--- src/rtl/ccgen_pkg.sv ---
package ccgen_pkg;

  typedef struct packed {
    logic n;
    logic z;
    logic v;
    logic c;
  } nzvc_t;

  typedef enum logic [2:0] {
    TST_NEVER = 3'd0,
    TST_EQ    = 3'd1,
    TST_LE    = 3'd2,
    TST_LT    = 3'd3,
    TST_LEU   = 3'd4,
    TST_CS    = 3'd5,
    TST_NEG   = 3'd6,
    TST_VS    = 3'd7
  } test_e;

  // Upper code bit inverts the base test (code 8 = always).
  function automatic logic cond_eval(input nzvc_t f, input logic [3:0] sel);
    logic base;
    case (test_e'(sel[2:0]))
      TST_NEVER: base = 1'b0;
      TST_EQ:    base = f.z;
      TST_LE:    base = f.z | (f.n ^ f.v);
      TST_LT:    base = f.n ^ f.v;
      TST_LEU:   base = f.c | f.z;
      TST_CS:    base = f.c;
      TST_NEG:   base = f.n;
      default:   base = f.v;
    endcase
    return base ^ sel[3];
  endfunction

endpackage

--- src/rtl/ccgen_adder.sv ---
module ccgen_adder #(
  parameter int W = 64,
  parameter int H = 32
) (
  input  logic [W-1:0] a,
  input  logic [W-1:0] b,
  input  logic         cin,
  input  logic         sub,
  output logic [W-1:0] sum,
  output logic         c_hi,
  output logic         c_lo
);
  localparam int WP = W + 1;
  localparam int HP = H + 1;

  logic [W-1:0]  addend;
  logic          ci;
  logic [WP-1:0] full;
  logic [HP-1:0] low;

  // Subtract folds the borrow into the subtrahend before inverting it,
  // so a wrapped (b + cin) yields no borrow.
  always_comb begin
    if (sub) begin
      addend = ~(b + W'(cin));
      ci     = 1'b1;
    end else begin
      addend = b;
      ci     = cin;
    end
    full = {1'b0, a} + {1'b0, addend} + WP'(ci);
    low  = {1'b0, a[H-1:0]} + {1'b0, addend[H-1:0]} + HP'(ci);
    sum  = full[W-1:0];
    c_hi = full[W] ^ sub;
    c_lo = low[H] ^ sub;
  end
endmodule

--- src/rtl/ccgen_lane.sv ---
module ccgen_lane
  import ccgen_pkg::*;
#(
  parameter int LW = 32
) (
  input  logic          a_msb,
  input  logic          b_msb,
  input  logic [LW-1:0] sum,
  input  logic          carry,
  input  logic          sub,
  output nzvc_t         flags
);
  logic r_msb;

  always_comb begin
    r_msb   = sum[LW-1];
    flags.n = r_msb;
    flags.z = ~|sum;
    flags.c = carry;
    if (sub) flags.v = (a_msb != b_msb) && (r_msb != a_msb);
    else     flags.v = (a_msb == b_msb) && (r_msb != a_msb);
  end
endmodule

--- src/rtl/ccgen_cond.sv ---
module ccgen_cond
  import ccgen_pkg::*;
(
  input  logic [7:0] ccr,
  input  logic       wide,
  input  logic [3:0] sel,
  output logic       hit
);
  nzvc_t nib;

  always_comb begin
    nib = wide ? nzvc_t'(ccr[7:4]) : nzvc_t'(ccr[3:0]);
    hit = cond_eval(nib, sel);
  end
endmodule

--- src/rtl/ccgen_unit.sv ---
module ccgen_unit
  import ccgen_pkg::*;
#(
  parameter int W = 64,
  parameter int H = 32
) (
  input  logic         clk,
  input  logic         rst,
  input  logic         in_valid,
  input  logic         op_sub,
  input  logic [W-1:0] opa,
  input  logic [W-1:0] opb,
  input  logic [7:0]   ccr_in,
  input  logic         cond_wide,
  input  logic [3:0]   cond_sel,
  output logic         out_valid,
  output logic [W-1:0] result,
  output logic [7:0]   flags_out,
  output logic         cond_true
);
  localparam int NLANE = 2;

  logic [W-1:0]     sum;
  logic             c_hi, c_lo;
  logic [NLANE-1:0] carry;
  nzvc_t            lane_f [NLANE];
  logic             hit;

  ccgen_adder #(.W(W), .H(H)) u_adder (
    .a(opa), .b(opb), .cin(ccr_in[0]), .sub(op_sub),
    .sum(sum), .c_hi(c_hi), .c_lo(c_lo)
  );

  assign carry = {c_hi, c_lo};

  // Lane 0 covers the low half, lane 1 the full width.
  for (genvar k = 0; k < NLANE; k++) begin : g_lane
    localparam int LW = (k == 0) ? H : W;
    ccgen_lane #(.LW(LW)) u_lane (
      .a_msb(opa[LW-1]), .b_msb(opb[LW-1]), .sum(sum[LW-1:0]),
      .carry(carry[k]), .sub(op_sub), .flags(lane_f[k])
    );
  end

  ccgen_cond u_cond (
    .ccr(ccr_in), .wide(cond_wide), .sel(cond_sel), .hit(hit)
  );

  always_ff @(posedge clk) begin
    if (rst) begin
      out_valid <= 1'b0;
      result    <= '0;
      flags_out <= '0;
      cond_true <= 1'b0;
    end else begin
      out_valid <= in_valid;
      if (in_valid) begin
        result    <= sum;
        flags_out <= {lane_f[1], lane_f[0]};
        cond_true <= hit;
      end
    end
  end
endmodule

--- config.mk ---
export PLATFORM = sky130hd
export DESIGN_NAME = ccgen_unit
export DESIGN_NICKNAME = d
export VERILOG_FILES = /design/src/rtl/ccgen_pkg.sv /design/src/rtl/ccgen_adder.sv /design/src/rtl/ccgen_lane.sv /design/src/rtl/ccgen_cond.sv /design/src/rtl/ccgen_unit.sv
export SDC_FILE = /design/constraint.sdc
export NUM_CORES = 1
export LEC_CHECK = 0
export BUFFER_PORTS_ARGS = -buffer_cell sky130_fd_sc_hd__buf_4
export CORE_UTILIZATION = 55
export DETAILED_ROUTE_END_ITERATION = 6
export PLACE_DENSITY = 0.82
export SYNTH_ARGS = -nofsm -noshare
export SYNTH_HDL_FRONTEND = slang
export SYNTH_SLANG_ARGS = --single-unit
--- constraint.sdc ---
create_clock -name clk -period 11.95 [get_ports clk]
set_input_delay 1.7925 -clock clk [delete_from_list [all_inputs] [get_ports clk]]
set_output_delay 1.7925 -clock clk [all_outputs]
set_load 0.1 [all_outputs]
Word-level counts from Yosys, hierarchy flattened. Index checks and enable logic that the tools add are counted. W data, S select, Z words.

Output and inout port bits: 74. Bits of input ports: 145. Flip-flop bits (word level): 74. Logic and storage cells: 43.

Muxes and demuxes: 6. Reduce and logical (&&, ||, !) cells: 9. Bitwise gates (word level): 7. Add/subtract/negate cells: 5. Eq/ne operators: 12.

Operators with widths (count): $add A64 B64 Y65 (1); $add A65 B1 Y65 (1); $add A64 B1 Y64 (1); $mux W64 (1); $not A64 Y64 (1); $reduce_or A64 Y1 (1); $add A32 B32 Y33 (1); $add A33 B1 Y33 (1); $reduce_or A32 Y1 (1); $eq A3 B3 Y1 const B (3); $pmux W1 S7 (1); $eq A3 B2 Y1 const B (2); $logic_and A1 B1 Y1 (4); $mux W4 (1); $ne A1 B1 Y1 (4); $xor A1 B1 Y1 (4); $eq A3 B1 Y1 const B (1); $logic_not A3 Y1 (1); $mux W1 (3); $eq A1 B1 Y1 (2); $logic_not A1 Y1 (2); $or A1 B1 Y1 (2).

Logic depth before layout (Yosys ltp).
Depth after elaboration: 8. Mapped depth: 25. Mapped depth without buffers: 24.

Hierarchy. From an unflattened synthesis, not the netlist that was laid out.

Cells, all modules: 1097. Area, all modules: 8301.7 µm².

Modules (own cells, without submodules): ccgen_adder (times used 1, cells each 796, area an instance 5220.0 µm², sequential area each 0.0 µm²); ccgen_unit (times used 1, cells each 237, area an instance 2630.0 µm², sequential area each 1481.4 µm²); ccgen_lane at g_lane[1].u_lane (times used 1, cells each 27, area an instance 190.2 µm², sequential area each 0.0 µm²); ccgen_cond (times used 1, cells each 20, area an instance 142.6 µm², sequential area each 0.0 µm²); ccgen_lane at g_lane[0].u_lane (times used 1, cells each 17, area an instance 118.9 µm², sequential area each 0.0 µm²).

Least setup slack after synthesis. OpenSTA, ideal clock, no wires.

Path kind: in2reg. Start point: input port opb[0]. End point: register flags_out[6]. Cell stages on the path: 24. Data arrival time: 6123 ps. Setup slack: 5766 ps. Required time: 11888 ps. Cell sequence: ha_1 -> ha_1 -> nand2_1 -> or2_1 -> nor2_1 -> nand3_1 -> nor2_1 -> nand2_1 -> or3_1 -> or2_1 -> nand2_1 -> xnor2_1 -> ha_1 -> clkbuf_1 -> inv_1 -> nor2_1 -> and3_1 -> a22oi_1 -> nand3_1 -> xor2_1 -> or4_1 -> nor4_4 -> nand4_1 -> nand2_1.

Longest elaborated chain between the ends: 7.

Ends and longest elaborated chain: from (decl) (RTL line ccgen_unit.sv:12) `input logic [W-1:0] opb,`; $add A64 B1 Y64 (RTL line ccgen_adder.sv:25) `addend = ~(b + W'(cin));`; $not A64 Y64 (RTL line ccgen_adder.sv:25); $mux W64 * (RTL line ccgen_adder.sv:24) `if (sub) begin`; $add A64 B64 Y65 * (RTL line ccgen_adder.sv:31) `full = {1'b0, a} + {1'b0, addend} + WP'(ci);`; $add A65 B1 Y65 * (RTL line ccgen_adder.sv:31); $reduce_or A64 Y1 * (RTL line ccgen_lane.sv:18) `flags.z = ~|sum;`; $logic_not A1 Y1 * (RTL line ccgen_lane.sv:18); to (signal assigned) (RTL line ccgen_unit.sv:59) `flags_out <= {lane_f[1], lane_f[0]};`; to (decl) (RTL line ccgen_unit.sv:18) `output logic [7:0] flags_out,`.

Mark *: on every way between the ends. The rest lies on a longest branch, timed or not. A chain may end at the register's enable or synchronous reset.

Worst setup path in the final report.
Start point: input port ccr_in[0]. End point: register flags_out[6].

Longest elaborated chain between the ends: 7. Elaborated cells on any way between the ends: 8.

Ends and longest elaborated chain: from (decl) (RTL line ccgen_unit.sv:13) `input logic [7:0] ccr_in,`; $add A64 B1 Y64 (RTL line ccgen_adder.sv:25); $not A64 Y64 (RTL line ccgen_adder.sv:25); $mux W64 (RTL line ccgen_adder.sv:24); $add A64 B64 Y65 (RTL line ccgen_adder.sv:31); $add A65 B1 Y65 * (RTL line ccgen_adder.sv:31); $reduce_or A64 Y1 * (RTL line ccgen_lane.sv:18); $logic_not A1 Y1 * (RTL line ccgen_lane.sv:18).

Marked as above.

==> reports/metrics.cfg <==
[logic_synthesis]
avgSynthCellArea_um2 = 7.23
synth_warnings = 0
async_flop_share = 0
synth-seq-cells = 72
syn_area_mm2 = 0.00878
synthFlopType = dfxtp_1
synthDistinctLibCells = 93
synth_nets = 1426
yosysSeqAreaShare = 0.164
netlist_instances = 1214
synth_edf_count = 0

[worst_setup_path]
crit_family = simple AND/OR/NAND/NOR gates
path_class = in2reg
crit_path_frequent_cell = nand2_1
reg2reg_from = result[29]$_SDFFE_PP0P_
cp_slowest_cell = or3_1
startpoint = ccr_in[0]
cp.required_ps = 12230
end_kind = flip-flop
critPathMaxStageDelay_ps = 560
cp.buffers_inverters = 1
cp.depth = 24
startpoint_type = input port
cp-endpoint = flags_out[6]$_SDFFE_PP0P_
arrival_ps = 7450
reg2reg_depth = 3
r2r_slack_ps = 11110
crit_chain = buf_4 > ha_1 > ha_1 > nand2_1 > or2_1 > nor2_1 > nand3_1 > nor2_1 > nand2_1 > or3_1 > o21ai_0 > xnor2_1 > ha_1 > nand2_1 > nor2_1 > nand3_1 > o21ai_1 > a22oi_1 > nand3_1 > xor2_1 > or4_1 > nor4_4 > nand4_1 > nand2_1
reg2reg_to = result[29]$_SDFFE_PP0P_
cp_max_fo = 12

[sta]
min_period_over_period = 0.600
setup-tns-final_ps = 0
rsz0062_at_grt = false
clock_skew_ps = 0
hold_viol = 0
setup_ws_ps = 4780
max_freq_mhz = 139
setup-violations-final = 0
slew_violations = 0
min_period_ps = 7170
tightestPinTransition_ps = 998
relSlewSlack = 0.335

[job]
drv_cap = 0

[placement]
placed_area_mm2 = 0.0104
place_congestion = 1.01
dp_slack_ps = 4600
place_hpwl_mm = 23.8
dpl.cell_count = 1587
numPortBuffers = 218

[layout]
stdcell_count = 1603
mostFrequentLayoutCells = buf_4 (219), nor2_1 (143), nand2_1 (132)
layout_commonest_cell = buf_4
antenna-diode-count = 0
design_area_mm2 = 0.0108
drive_above_1_share = 0.191
syn_to_final_growth_pct = 22.9
nNetsFinal = 1599

[global_routing]
grt_max_degree = 67
grt_pass1_vias = 8895
grt_overflow = 0
grt_pass1_wl_mm = 46.1
grt.total_usage = 0.353
antenna_found_initial = 0

[clock_network]
clockRootBuffer = clkbuf_16
clock-sinks = 72
insertion_delay_ps = 330
holdBufCountCts = 0
cts_tree = yes
post-cts-setup-buffer-count = 0
cts_buffers = 9
clk_pin_slew_worst_paths_ps = 60
cts_resized = 0
htree_num_levels = 3
clockBufferDepth = 2

[route]
drt_first_pass_iters = 6
wire_per_inst_um = 18.5
via_per_inst = 6.20
routed_wl_mm = 29.6
drtIter0Drc = 969
drc = 0
ant_nets = 0
vias = 9941

[status]
outcome = completed

[die]
ios = 219
core_mm2 = 0.0154
rows = 45
die-width_um = 128
die_y_um = 128
start_util = 0.571
dieArea_mm2 = 0.0165

[hold_path]
hold_start = result[13]$_SDFFE_PP0P_
hold_depth = 2
worstHoldPathType = reg2reg

[power_and_ir_drop]
finalPower_mw = 1.54
power_density_mw_per_mm2 = 142
vdd_drop_max_v = 0.0000861
p_leak_nw = 4.62

-- cell usage after synthesis (all sizes together), types with 6 or more instances --
| master | count | area, µm² |
|---|---|---|
| clkbuf | 42 | 161 |
| nor3 | 17 | 85.1 |
| nand3 | 33 | 178 |
| and4 | 7 | 61.3 |
| nor4 | 14 | 115 |
| nand4 | 33 | 206 |
| xor2 | 25 | 219 |
| o21a | 13 | 97.6 |
| mux2i | 48 | 480 |
| nor2 | 144 | 543 |
| a21oi | 106 | 534 |
| dfxtp | 72 | 1440 |
| buf | 15 | 82.6 |
| xnor2 | 84 | 736 |
| ha | 65 | 813 |
| or2 | 7 | 43.8 |
| o211ai | 11 | 82.6 |
| a21boi | 8 | 75.1 |
| o21bai | 15 | 113 |
| nor2b | 11 | 68.8 |
| nand2 | 132 | 495 |
| inv | 28 | 105 |
| o31ai | 13 | 130 |
| or3 | 18 | 115 |
| and2 | 9 | 58.8 |
| nand2b | 8 | 50.1 |
| a31oi | 18 | 113 |
| o21ai | 96 | 484 |
| and3 | 13 | 81.3 |
| a211oi | 13 | 115 |
| or4 | 6 | 45.0 |
| a21o | 25 | 188 |
-- registers in the layout, summed over array words and instances (netlist names) --
signal,cells
result,64
out_valid,1
cond_true,1
flags_out,6
-- where the power goes --
part	internal, mW	leakage, nW	switching, mW
registers	0.274	0.594	0.0202
clock network	0.210	0.170	0.103
logic	0.285	3.85	0.645
total	0.768	4.62	0.769
-- tightest hold or removal path, delay by kind of cell, from the launching register on --
family,cells,cell delay [ps]
DFF,1,310
and+or+nand+nor,1,60
AOI/OAI and AO/OA,1,50
-- per-stage QoR --
stage	utilization	hold slack (ps)
after floorplan	-	901
after global placement	0.680	453
after detailed placement	0.680	456
after CTS	0.702	464
after global routing	0.702	481
final	0.702	465
-- cells by family (layout without fill, tap and decap cells) --
group / count (synthesis) / after routing / share of synthesized area
flops: 72 / 72 / 0.164
buf+inv: 86 / 264 / 0.0402
fa+ha+maj: 67 / 67 / 0.0972
xor+xnor: 109 / 109 / 0.109
compound gates: 368 / 368 / 0.278
simple gates: 460 / 460 / 0.252
mux: 52 / 52 / 0.0598
-- area by class of cell --
type | instances | area, µm²
inverters | 29 | 109
fillers | 1346 | 4580
clock inverters | 5 | 104
well taps | 211 | 264
repair buffers | 219 | 1640
clock buffers | 11 | 243
multi-input cells | 1056 | 6990
flip-flops and latches | 72 | 1440
-- how the worst min path moves through the flow --
| stage | endpoint | slack (ps) |
|---|---|---|
| finish | result[13]$_SDFFE_PP0P_ | 470 |
| global route | result[13]$_SDFFE_PP0P_ | 480 |
| CTS | result[13]$_SDFFE_PP0P_ | 460 |
| detailed placement | result[13]$_SDFFE_PP0P_ | 460 |
| global placement | flags_out[2]$_SDFFE_PP0P_ | 450 |
| floorplan | result[55]$_SDFFE_PP0P_ | 900 |
-- metal layers --
layer,track usage,part of all wire,vias up
met2,0.568,0.45,496
met5,0,0,-
met4,0.0913,0.022,0
met3,0.0395,0.079,50
met1,0.500,0.45,4606
li1,-,-,4789
Note: power is estimated with default switching activity, not from simulation.
